## src/rtl/thermPkg.sv

```systemverilog
package thermPkg;
  typedef struct packed {
    logic captureCase;
    logic releaseCase;
  } caseStrobeT;

  typedef enum logic {
    CASE_OK   = 1'b0,
    CASE_TRIP = 1'b1
  } caseStateT;
endpackage

```

## src/rtl/thermCtrl.sv

```systemverilog
module thermCtrl
  import thermPkg::*;
(
  input  logic       clk,
  input  logic       rstN,
  input  logic       caseHot,
  input  logic       caseCool,
  output caseStrobeT strobe,
  output logic       tripped
);
  caseStateT state, stateNext;

  always_comb begin
    strobe.captureCase = (state == CASE_OK) && caseHot;
    strobe.releaseCase = (state == CASE_TRIP) && caseCool && !caseHot;
    stateNext = state;
    if (strobe.captureCase) stateNext = CASE_TRIP;
    else if (strobe.releaseCase) stateNext = CASE_OK;
  end

  always_ff @(posedge clk or negedge rstN) begin
    if (!rstN) state <= CASE_OK;
    else state <= stateNext;
  end

  assign tripped = (state == CASE_TRIP);

  AST_STROBE_EXCL: assert property (@(posedge clk) disable iff (!rstN)
    !(strobe.captureCase && strobe.releaseCase));
  AST_TRIP_HOLD: assert property (@(posedge clk) disable iff (!rstN)
    (tripped && (!caseCool || caseHot)) |=> tripped);
  AST_WARN_SET: assert property (@(posedge clk) disable iff (!rstN)
    caseHot |=> tripped);
endmodule

```

## src/rtl/thermDatapath.sv

```systemverilog
module thermDatapath
  import thermPkg::*;
#(
  parameter int NUM_CH = 8
) (
  input  logic              clk,
  input  logic              rstN,
  input  caseStrobeT        strobe,
  input  logic [NUM_CH-1:0] chCmd,
  input  logic [NUM_CH-1:0] chOverload,
  input  logic [NUM_CH-1:0] junHot,
  input  logic [NUM_CH-1:0] junCool,
  output logic [NUM_CH-1:0] gateEn,
  output logic              anyJunLatched
);
  logic [NUM_CH-1:0] junLatch;
  logic [NUM_CH-1:0] holdMask;

  for (genvar g = 0; g < NUM_CH; g++) begin : gCh
    always_ff @(posedge clk or negedge rstN) begin
      if (!rstN) junLatch[g] <= 1'b0;
      else if (junHot[g]) junLatch[g] <= 1'b1;
      else if (junCool[g]) junLatch[g] <= 1'b0;
    end

    assign gateEn[g] = chCmd[g] && !junLatch[g] && !holdMask[g];

    AST_JUN_SET: assert property (@(posedge clk) disable iff (!rstN)
      junHot[g] |=> junLatch[g]);
    AST_JUN_KEEP: assert property (@(posedge clk) disable iff (!rstN)
      (junLatch[g] && !junCool[g]) |=> junLatch[g]);
  end

  always_ff @(posedge clk or negedge rstN) begin
    if (!rstN) holdMask <= '0;
    else if (strobe.captureCase) holdMask <= chOverload;
    else if (strobe.releaseCase) holdMask <= '0;
  end

  assign anyJunLatched = |junLatch;

  AST_HOLD_STABLE: assert property (@(posedge clk) disable iff (!rstN)
    (!strobe.captureCase && !strobe.releaseCase) |=> $stable(holdMask));
endmodule

```

## src/rtl/thermGuard.sv

```systemverilog
module thermGuard
  import thermPkg::*;
#(
  parameter int NUM_CH = 8
) (
  input  logic              clk,
  input  logic              rstN,
  input  logic [NUM_CH-1:0] chCmd,
  input  logic [NUM_CH-1:0] chOverload,
  input  logic [NUM_CH-1:0] junHot,
  input  logic [NUM_CH-1:0] junCool,
  input  logic              caseHot,
  input  logic              caseCool,
  output logic [NUM_CH-1:0] gateEn,
  output logic              faultOut,
  output logic              tempWarn
);
  caseStrobeT strobe;
  logic       tripped;
  logic       anyJun;

  thermCtrl ctrl_i (
    .clk      (clk),
    .rstN     (rstN),
    .caseHot  (caseHot),
    .caseCool (caseCool),
    .strobe   (strobe),
    .tripped  (tripped)
  );

  thermDatapath #(.NUM_CH(NUM_CH)) dp_i (
    .clk           (clk),
    .rstN          (rstN),
    .strobe        (strobe),
    .chCmd         (chCmd),
    .chOverload    (chOverload),
    .junHot        (junHot),
    .junCool       (junCool),
    .gateEn        (gateEn),
    .anyJunLatched (anyJun)
  );

  assign faultOut = anyJun;
  assign tempWarn = tripped;

  for (genvar g = 0; g < NUM_CH; g++) begin : gChk
    AST_GATE_JUN_OFF: assert property (@(posedge clk) disable iff (!rstN)
      junHot[g] |=> !gateEn[g]);
    AST_GATE_CASE_OFF: assert property (@(posedge clk) disable iff (!rstN)
      (!tempWarn && caseHot && chOverload[g]) |=> !gateEn[g]);
  end

  AST_FAULT_SET: assert property (@(posedge clk) disable iff (!rstN)
    (|junHot) |=> faultOut);
endmodule

```

## config.mk

```make
export PLATFORM = sky130hd
export DESIGN_NAME = thermGuard
export DESIGN_NICKNAME = d
export VERILOG_FILES = /design/src/rtl/thermPkg.sv /design/src/rtl/thermCtrl.sv /design/src/rtl/thermDatapath.sv /design/src/rtl/thermGuard.sv
export SDC_FILE = /design/constraint.sdc
export NUM_CORES = 1
export LEC_CHECK = 0
export BUFFER_PORTS_ARGS = -buffer_cell sky130_fd_sc_hd__buf_4
export CAP_MARGIN = 20
export CORE_AREA = 4 4 52 54
export DETAILED_ROUTE_END_ITERATION = 10
export DIE_AREA = 0 0 56 58
export PLACE_DENSITY = 0.82
export SLEW_MARGIN = 15
export SYNTH_ARGS = -nofsm -noshare
export SYNTH_HDL_FRONTEND = slang
export SYNTH_SLANG_ARGS = --single-unit
```

## constraint.sdc

```tcl
create_clock -name clk -period 1 [get_ports clk]
set_input_delay 0.05 -clock clk [delete_from_list [all_inputs] [get_ports clk]]
set_output_delay 0.05 -clock clk [all_outputs]
set_load 0.03 [all_outputs]
```

==> results of run 1 <==
-- layout make-up --
cell class / count / area [µm²] / area share (%)
flip-flops and latches: 17 / 427 / 28.3
inverters: 17 / 63.8 / 4.23
repair buffers: 64 / 537 / 35.5
well taps: 28 / 35.0 / 2.32
multi-input cells: 38 / 422 / 27.9
clock buffers: 4 / 26.3 / 1.74
-- cell families (layout without fill, tap and decap cells) --
logic type,Yosys count,in the layout
and+or+nand+nor,21,21
buffers and inverters,21,85
AOI/OAI and AO/OA,17,17
DFF,17,17
-- what timing repair did --
| item | 4_1_cts | 5_1_grt |
|---|---|---|
| pin swaps | 16 | 0 |
| gates resized for setup | 17 | 4 |
| hold buffers | 9 | 0 |
| endpoints found under the setup margin | 18 | 18 |
| hold endpoints to repair | 25 | 0 |
-- flip-flops by register name (all words and copies together), names as in the netlist --
signal          count
ctrl_i.tripped      1
dp_i.holdMask       8
dp_i.junLatch       8
-- cells in the mapped netlist --
cell type and number:
nand2b_1 1, and3b_1 1, a21o_1 8, clkbuf_2 1
nand2_1 1, dfrtp_1 17, buf_6 2, inv_1 17
nor3b_1 16, buf_4 1, a21o_2 1, a211oi_2 8
nor4_1 2
-- worst reg2reg max path: cells and delay by family, from the launching register on --
family	cells	cell delay (ns)
simple gates	1	0.31
compound gates	1	0.17
flops	1	0.45
-- worst max path at each step --
stage,to,slack [ns]
2_1_floorplan,dp_i.holdMask[0],-0.12
3_3_place_gp,faultOut,-0.03
3_5_place_dp,dp_i.holdMask[5],-0.07
4_1_cts,faultOut,-0.31
5_1_grt,faultOut,-0.40
6_report,faultOut,-0.29
-- power groups by stage --
stage / clock network, mW / logic (mW) / registers, mW
2_1_floorplan: 0 / 0.217 / 0.834
3_3_place_gp: 0 / 0.416 / 0.833
3_5_place_dp: 0 / 0.430 / 0.838
4_1_cts: 0.372 / 0.489 / 0.828
5_1_grt: 0.418 / 0.528 / 0.842
6_report: 0.370 / 0.490 / 0.833
-- through the flow --
step                instances  TNS [ns]  utilization [%]
detailed placement        155    -0.545             58.7
floorplan                  76    -0.973                -
global placement          155   -0.0253             58.7
CTS                       168     -1.90             67.3
global route              168     -2.75             68.3
finish                    168     -1.93             68.3
-- metal layers --
| layer | share of wire, % | wire length, µm | track usage [%] | up-vias |
|---|---|---|---|---|
| li1 | - | - | - | 383 |
| met3 | 5.0 | 125 | 2.90 | 4 |
| met4 | 1.2 | 29 | 4.07 | 0 |
| met2 | 56 | 1400 | 28.5 | 24 |
| met5 | 0 | 0 | 0 | - |
| met1 | 37 | 924 | 18.4 | 395 |
==> reports/summary.md, run 1 <==
The run finished, with violations left. The final reports fail on negative setup slack. The number of H-tree branching levels was 1; the xor-xnor portion of the synthesized cell area was 0%.

After detailed routing, the average wire length per cell comes to 14.8 µm. The post-synth design cell area was 845 µm²; the cell-internal power was 1.21 mW. TritonCTS built the clock tree. The number of buffer cells added on primary ports works out to 45. Max-cap violations in this run came to 0.

The run gives 1510 µm² as the cell area after layout. STA puts the critical path data arrival time at 1.24 ns. Clock root buffer: clkbuf_4.

The share of synthesized area in the top cell type comes to 50.4%. The run gives 50.4% as the part of the Yosys area used for sequential elements. The signal on the critical path passes through nor4_2 > nand2_1 > buf_6.

The logic depth of the worst path, buffers included was 3. 0 antenna diodes ended up in the layout. CTS saw 17 sinks. Dividing total power by cell area gives a power density of 1120 nW/µm². The run gives 13 as the number of setup violations in the final report. The run gives 1.69 mW as the total power draw. After synthesis, the largest family of logic cells by area is compound AO/OA/AOI/OAI gates. The critical path buffer and inverter count is 1, and the number of register bits inferred by synthesis is 17. The logic depth of the worst register-to-register path was 2; the total placed instance area was 1300 µm². The worst register-to-register path begins at ctrl_i.tripped. A synthesized cell averages 11.1 µm².

The net switching power was 0.485 mW; the overall fraction of global-route tracks in use was 15.5%. The first routing iteration left 0 violations. Across all hold checks on the routed design, the worst slack comes to 0.0336 ns.

The vias per cell was 4.80. The area growth from synthesis to final layout works out to 78.8%. Leaving out fill and tap cells, the most frequent cells in the layout are buf_4 (46), inv_1 (17), nor3b_2 (16), dfrtp_1 (16). The initial standard-cell utilization of the core came out at 38.2%.

The most frequent standard cell in the layout excluding fill and tap cells is buf_4. The startpoint identified for the worst hold timing path is junCool[7]. Of the cells placed in the final design, the portion with a size suffix greater than 1 is 62.9%. In this design, the stage delay of the slowest critical-path cell is 0.40 ns. The logs give 0.755 mV for the worst-case vdd ir drop and 76 for the gate count after technology mapping. The type of the most critical hold path was in -> reg.

The final setup skew is 0.00230 ns. The synthesized design spends more area on one cell type than any other, namely dfrtp_1. Count of yosys warnings during synthesis: 0. The fraction of power spent switching nets was 28.6%; the number of distinct library cells after synthesis was 13. The highest clock rate came out at 775 MHz. The first global-routing pass estimated 3.92 mm of wire. Registers are responsible for 49.2% of the overall power. For the post-route worst setup slack, the log shows -0.290 ns.

The critical path in this run is classified as reg -> out. The number of nets produced by synthesis was 112. In this run the vertical extent of the chip is 58 µm. The worst hold path passes through 3 cells. Ranked by total cell area, the synthesized netlist is headed by dfrtp_1 (50%), nor3b_1 (14%), a211oi_2 (12%). Headroom to the max-slew limit came out at 82.2%.

Tracing the worst setup path back leads to its startpoint at dp_i.junLatch[5]. Summing the areas of all compound-gate instances in the mapped netlist gives 20.0% of the synthesized area. In this run the critical register-to-register path is captured at dp_i.holdMask[5]. For this design the top-level I/O count stands at 46. The run gives 0 as the number of design rule violations left after detail routing.

The combinational share of power came out at 29.0%. The worst path in the final design needs a cycle of 1.29 ns, including I/O delays and setup. The standard cell core area came out at 2210 µm². The cell family with the largest share of critical-path delay was simple AND/OR/NAND/NOR gates. The final max-slew violation count was 0; the adder-cell share of the synthesized area was 0%. The number of routed nets with antenna violations is 0. Setup repair after global routing could not meet its margin everywhere. The worst setup path is launched from a register. After floorplanning, the core was divided into 17 placement rows.

The simple-gate portion of the synthesized area was 17.9%; the clock network power share was 21.9%. Of the available clock period, the critical path in the final layout requires 129%. The congestion estimate from routability-driven global placement came to 0.757. Portion of netlist area occupied by mux cells: 0%. The slack of the worst reg-to-reg path was -0.01 ns; the highest net fanout along the worst path was 2. The kind of capture point of the worst setup path is an output pin.

The analysis attributes to cell leakage a power of 0.739 nW. The logs give 174 for the fill cell total of the finished layout and -0.0688 ns for the setup slack after placement. Summed over all layers, the routed wires come to 2.48 mm. For this run, the post-layout net count is 177. Slowest stage cell on the critical path: dfrtp_1.

The hold violation count in the final report was 0; the width of the die was 56 µm. The post-CTS setup buffer count was 0; the number of clock buffers inserted by TritonCTS was 3. The tools report the number of antenna violations at the first check in global routing as 0.

The number of iterations in the first detailed-routing pass was 1. End point of the worst hold path: dp_i.junLatch[7]. Summed over all layers, the global routing overflow is 0. The via count of the first global-routing pass was 833.

Clock-pin slew was measured on the worst setup and hold paths at 0.10 ns. The required time of the worst setup path is 0.95 ns, and the measured slew at the worst slew-check pin is 0.268 ns. Entering global routing, the biggest net connects 18 pins. The deepest clock path buffer count is 2, and the insertion delay of the later-clocked pin in the worst-skew pair is 0.29 ns.

The die covers 3250 µm². Detailed placement finished with a half-perimeter wire length of 1.82 mm. The tools report the via total after detailed routing as 806.
(Power assumes the default switching activity.)
==> run 2: changes to the inputs <==
--- a/config.mk
+++ b/config.mk
@@ -12,5 +12,5 @@
 export DIE_AREA = 0 0 56 58
 export PLACE_DENSITY = 0.82
-export SLEW_MARGIN = 15
+export SLEW_MARGIN = 20
 export SYNTH_ARGS = -nofsm -noshare
 export SYNTH_HDL_FRONTEND = slang
==> constraint.sdc (replaced) <==
create_clock -name clk -period 1 [get_ports clk]
set_input_delay 0 -clock clk [delete_from_list [all_inputs] [get_ports clk]]
set_output_delay 0 -clock clk [all_outputs]
set_load 0.03 [all_outputs]
==> reports/summary.md, run 2 (synthesis gave the netlist of run 1 again) <==
Via count of the first global-routing pass: 977 (+17%). The vias per cell came out at 4.84 (+0.82%). Max-capacitance violation count: 0 (unchanged). The fraction of met2 tracks used by global routing came out at 30.1% (+1.5 points).

In this run the worst hold path is classified as in -> reg. The routed wire length per instance works out to 14.3 µm (-3.3%). The share of the core filled with cells in the final layout is 72.2% (+4.0 points). The slack of the worst reg-to-reg path was -0.01 ns (about the same). Number of clock buffers inserted by TritonCTS: 3 (unchanged).

The most frequent standard cell in the layout excluding fill and tap cells was buf_4. The total inserted antenna cells was 0 (unchanged); the final period utilization was 128% (-0.79 points). The logs give -0.0503 ns (+0.0184 ns) for the setup slack after placement and 0 (unchanged) for the number of routed nets with antenna violations.

The overall die height was 58 µm (unchanged); the width of the die was 56 µm (unchanged). The worst-case vdd ir drop is 0.739 mV (-2.1%), and the met3 track utilization from global routing is 4.23% (+1.3 points). Capturing element of the worst setup path: faultOut. The number of top-level pins was 46 (unchanged). The number of buffer cells added on primary ports was 45 (unchanged).

The arrival time reported for the critical path endpoint is 1.28 ns (+0.04 ns), and the hold violation count in the final report is 0 (unchanged). In this run the critical register-to-register path is captured at dp_i.holdMask[3]. The aggregate global routing overflow is 0 (unchanged), and the measured slew at the worst slew-check pin is 0.239 ns (-0.0287 ns).

The met1 usage in global routing was 18.9% (+0.44 points). The run gives 1 (unchanged) as the number of H-tree branching levels. Clock root buffer: clkbuf_4. The number of antenna violations at the first check in global routing is 0 (unchanged), and the power density normalized to cell area is 1090 nW/µm² (-2.9%). STA classifies the critical path endpoint as an output pin. The number of iterations in the first detailed-routing pass was 3 (+2).

TritonCTS built the clock tree. The tools report the relative max-transition margin as 83.9% (+1.8 points). The wire length of the first global-routing pass came out at 4.28 mm (+9.3%). The fill cell total of the finished layout was 157 (-9.8%); the insertion delay of the later-clocked pin in the worst-skew pair was 0.29 ns (about the same). The tools report the post-DP HPWL as 1.72 mm (-5.4%). Net count reported at finish: 187 (+5.6%).

Final period demand of the worst path: 1.28 ns (-0.00793 ns). The run gives 780 MHz (+0.62%) as the highest clock rate. For the number of setup violations in the final report, the log shows 11 (-2). The setup path with the least slack is of type reg -> out.

The standard cell core area was 2210 µm² (unchanged). The most used routing layer was met2. The initial standard-cell utilization of the core is 38.2% (unchanged). The logs give 17 (unchanged) for the number of core rows and 0.755 (-0.20%) for the routability congestion estimate from global placement. In this run the critical register-to-register path is launched from ctrl_i.tripped.

The flow ran to the end, but the final reports show violations. The startpoint type of the worst setup path is a register. Setup repair after global routing could not meet its margin everywhere. The die area came out at 3250 µm² (unchanged). In the layout the commonest cells are buf_4 (50), dlygate4sd3_1 (18), inv_1 (17). The checks that failed: negative setup slack. The post-route worst setup slack was -0.282 ns (+0.00793 ns); the sink count of the clock tree was 17 (unchanged).

The number of design rule violations left after detail routing is 0 (unchanged), and the clock slew seen by the registers of the worst setup and hold paths is 0.10 ns (about the same). The static leakage is 0.781 nW (+5.6%). The run gives 1.00 ns (+0.05 ns) as the required time of the worst setup path.

The highest net fanout along the worst path is 2 (unchanged), and the overall fraction of global-route tracks in use is 16.9% (+1.5 points). Count of routing violations after the opening detailed-route iteration: 8 (+8). Deepest clock path buffer count: 2 (unchanged).

The via total after detailed routing is 861 (+6.8%), and the logic depth of the worst register-to-register path is 2 (unchanged). The final max-slew violation count is 0 (unchanged), and the area growth from synthesis to final layout is 89.2%. The final setup skew was 0.00214 ns (-0.000161 ns). Fraction of layout instances using a drive strength above 1: 60.0% (-2.9 points). Tracing the worst setup path back leads to its startpoint at dp_i.junLatch[7]. The run gives 18 (unchanged) as the largest net degree at the start of global routing. The routed wire length is 2.54 mm (+2.4%).
run 2: cell count changes in the layout (fill, tap and decap cells not counted), sizes merged:
| cell | delta |
|---|---|
| clkinv | +1 |
| buf | +1 |
| clkbuf | -1 |
| dlygate4sd3 | +9 |
run 2: timing repair:
item                                    4_1_cts  5_1_grt
gates resized for setup                      13        5
hold buffers                                 18        0
pin swaps                                     9        8
setup buffers                                 1        3
endpoints found under the setup margin       18       18
endpoints found under the hold margin        26        0
run 2: final cells by class:
type	count	area [µm²]	area share, %
clock buffers	3	22.5	1.41
well taps	28	35.0	2.19
inverters	17	63.8	3.99
flip-flops and latches	17	427	26.7
repair buffers	74	623	39.0
multi-input cells	38	422	26.4
clock inverters	1	5.00	0.313
run 2: per-layer routing:
metal,vias up,share of wire (%)
li1,404,-
met1,421,38
met2,28,55
met3,8,5.1
met4,0,2.6
met5,-,0
run 2: power breakdown:
group / internal [mW] / switching (mW)
Clock: 0.149 / 0.227
Sequential: 0.765 / 0.0672
Combinational: 0.319 / 0.214
run 2: worst min-delay path by stage:
stage	from	to	slack (ns)	cells after the start
after detailed placement	rstN	dp_i.junLatch[1]	-0.13	1
after CTS	junCool[4]	dp_i.junLatch[4]	0.0006	3
after global routing	junCool[4]	dp_i.junLatch[4]	0.001	3
after floorplan	rstN	ctrl_i.tripped	-0.30	0
after global placement	rstN	dp_i.junLatch[1]	-0.13	1
final	junCool[4]	dp_i.junLatch[4]	0.004	3
run 2: critical path: stages (launching register included):
cell     delay, ns
dfrtp_1       0.41
nor4_2        0.30
nand2_1       0.12
buf_6         0.15
run 2: through the flow:
| stage | total power [mW] | std cells | hold WS (ns) | area (µm²) | setup TNS, ns |
|---|---|---|---|---|---|
| 3_3_place_gp | 1.24 | 152 | -0.125 | 1280 | -0.0155 |
| 6_report | 1.74 | 178 | 0.00422 | 1600 | -1.22 |
| 2_1_floorplan | 1.05 | 76 | -0.296 | 886 | -0.973 |
| 3_5_place_dp | 1.26 | 152 | -0.128 | 1280 | -0.329 |
| 5_1_grt | 1.83 | 178 | 0.000956 | 1600 | -2.14 |
| 4_1_cts | 1.70 | 175 | 0.000568 | 1550 | -1.17 |
==> run 3: changes to the inputs <==
- CTS_BUF_LIST: not set -> sky130_fd_sc_hd__clkbuf_16
- PLACE_DENSITY: 0.82 -> 0.79
==> reports/summary.md, run 3 (synthesis gave the netlist of run 1 again) <==
The run finished, with violations left. The final reports fail on negative setup slack. The top cell types in the final layout, fill and taps aside, are buf_4 (49), inv_1 (18), nor3b_2 (16), dfrtp_1 (16), dlygate4sd3_1 (9). The run gives 0 (unchanged) as the aggregate global routing overflow.

The die area came out at 3250 µm² (unchanged). The final setup skew was 0.00203 ns (-0.000102 ns); the net switching power was 0.504 mW (-0.75%). The logs give 1.58 mW (+28%) for the cell-internal power and 15.0% (-1.9 points) for the overall fraction of global-route tracks in use.

The total placed instance area is 1280 µm² (unchanged), and the insertion delay of the later-clocked pin in the worst-skew pair is 0.24 ns (-0.05 ns). The tools report the required time of the worst setup path as 1.00 ns (about the same). The final period demand of the worst path was 1.16 ns (-0.120 ns); the number of top-level pins was 46 (unchanged).

Wire length on met1: 870 µm (-8.9%). Total length of routed met2 wires: 1.27 mm (-8.7%). The number of routed nets with antenna violations is 0 (unchanged). The routed wire length per instance was 13.4 µm (-5.8%).

The startpoint type of the worst setup path was a register. Compared with the post-synthesis result, the final layout area differs by 85.0%. The vias per cell was 4.59 (-5.1%); the largest net degree at the start of global routing was 18 (unchanged). The run gives 0 (unchanged) as the final max-slew violation count. The deepest clock path buffer count was 2 (unchanged). The logs give 38.2% (unchanged) for the initial standard-cell utilization of the core and 4 (+1) for the number of iterations in the first detailed-routing pass. The run gives 17 (unchanged) as the number of core rows. The post-route worst setup slack came out at -0.162 ns (+0.120 ns). The standard cell core area is 2210 µm² (unchanged).

Via count of the first global-routing pass: 825 (-16%). Clock slew seen by the registers of the worst setup and hold paths: 0.05 ns (-0.05 ns). The share of the core filled with cells in the final layout came out at 70.6% (-1.6 points). The library cell used most frequently in the layout, excluding fill and tap cells, is buf_4. The arrival time reported for the critical path endpoint is 1.16 ns (-0.12 ns). The routed wire length is 2.27 mm (-11%).

Total inserted antenna cells: 0 (unchanged). The share of total power in sequential cells is 39.9% (-7.9 points). The combinational share of power is 23.4% (-7.2 points), and the fraction of layout instances using a drive strength above 1 is 63.1% (+3.1 points). The number of antenna violations at the first check in global routing was 0 (unchanged).

The sink count of the clock tree came out at 17 (unchanged). The slack of the worst reg-to-reg path was 0.02 ns (+0.03 ns). TritonCTS built the clock tree. The number of setup violations in the final report was 7 (-4); the power density normalized to cell area was 1340 nW/µm² (+23%).

The highest clock rate was 861 MHz (+10%); the overall die height was 58 µm (unchanged). Total power draw: 2.09 mW (+20%). The via total after detailed routing came out at 776 (-9.9%). The post-DP HPWL was 1.59 mm (-7.8%); the number of clock buffers inserted by TritonCTS was 3 (unchanged).

For the number of H-tree branching levels, the log shows 1 (unchanged). The worst hold path belongs to the class in -> reg. The count of routing violations after the opening detailed-route iteration came out at 9 (+1).

The kind of capture point of the worst setup path was an output pin. The critical path is of the reg -> out type. The max-capacitance violation count was 0 (unchanged); the clock network power share was 36.7% (+15 points). Fill cell total of the finished layout: 155 (-1.3%). The tree is rooted in a clkbuf_16.

Number of buffer cells added on primary ports: 45 (unchanged). Net count reported at finish: 178 (-4.8%). The setup slack after placement was -0.0270 ns (+0.0234 ns).

The width of the die works out to 56 µm (unchanged). The relative max-transition margin was 83.7% (-0.27 points). Setup repair after global routing could not meet its margin everywhere. The final period utilization came out at 116% (-12 points). The fraction of power spent switching nets was 24.1% (-5.0 points); the routability congestion estimate from global placement was 0.755 (about the same). The static leakage is 0.769 nW (-1.6%), and the met3 routed wirelength is 106 µm (-18%).

The number of design rule violations left after detail routing is 0 (unchanged), and the highest net fanout along the worst path is 2 (unchanged). The highest metal layer carrying signal wires in the routed design is met4. For the hold violation count in the final report, the log shows 0 (unchanged). The cell area after layout was 1560 µm² (-2.2%); the measured slew at the worst slew-check pin was 0.245 ns (+0.00605 ns).

The tools report the worst-case vdd ir drop as 0.958 mV (+30%). The run gives 3.80 mm (-11%) as the wire length of the first global-routing pass.
[run 3: worst paths after layout]
kind                                       start          endpoint  cells after the start
max in group asynchronous                   rstN    ctrl_i.tripped                      2
worst min register to register  dp_i.holdMask[6]  dp_i.holdMask[6]                      2
worst max-delay path            dp_i.junLatch[2]          faultOut                      3
min in group asynchronous                   rstN  dp_i.junLatch[4]                      2
worst min-delay path                  junCool[5]  dp_i.junLatch[5]                      3
worst max register to register    ctrl_i.tripped  dp_i.holdMask[2]                      3
[run 3: area by class of cell]
type                       instances  area, µm²  share of cell area (%)
tap                               28       35.0                    2.24
sequential                        17        427                    27.3
multi-input combinational         38        422                    27.0
clock inverter                     1       3.75                   0.240
inverter                          17       63.8                    4.08
clock buffer                       3       75.1                    4.80
timing repair buffer              65        537                    34.3
[run 3: power by group through the flow]
stage / clock network [mW] / logic [mW] / registers (mW)
5_1_grt: 0.820 / 0.529 / 0.842
6_report: 0.766 / 0.488 / 0.834
4_1_cts: 0.786 / 0.477 / 0.832
3_5_place_dp: 0 / 0.410 / 0.842
3_3_place_gp: 0 / 0.399 / 0.837
2_1_floorplan: 0 / 0.217 / 0.834
[run 3: critical path, stage by stage, from the launching register on]
cell	delay, ns
dfrtp_1	0.41
nor4_2	0.27
nand2_1	0.10
buf_6	0.15
[run 3: timing repair]
item,in CTS,in global routing
pin swaps,12,2
setup buffers,4,0
hold buffers,9,0
resized for setup,11,8
endpoints found under the setup margin,17,17
endpoints found under the hold margin,25,0
[run 3: stage by stage]
| step | cells | hold WS [ns] | TNS, ns |
|---|---|---|---|
| 3_3_place_gp | 152 | -0.127 | -0.0156 |
| 5_1_grt | 169 | 0.0353 | -1.23 |
| 3_5_place_dp | 152 | -0.125 | -0.103 |
| 2_1_floorplan | 76 | -0.296 | -0.973 |
| 4_1_cts | 169 | 0.0278 | -0.788 |
| 6_report | 169 | 0.0333 | -0.793 |
[run 3: routing by layer]
layer / vias up / track usage (%)
li1: 390 / -
met2: 21 / 26.9
met1: 363 / 17.6
met5: - / 0
met3: 2 / 1.56
met4: 0 / 8.14
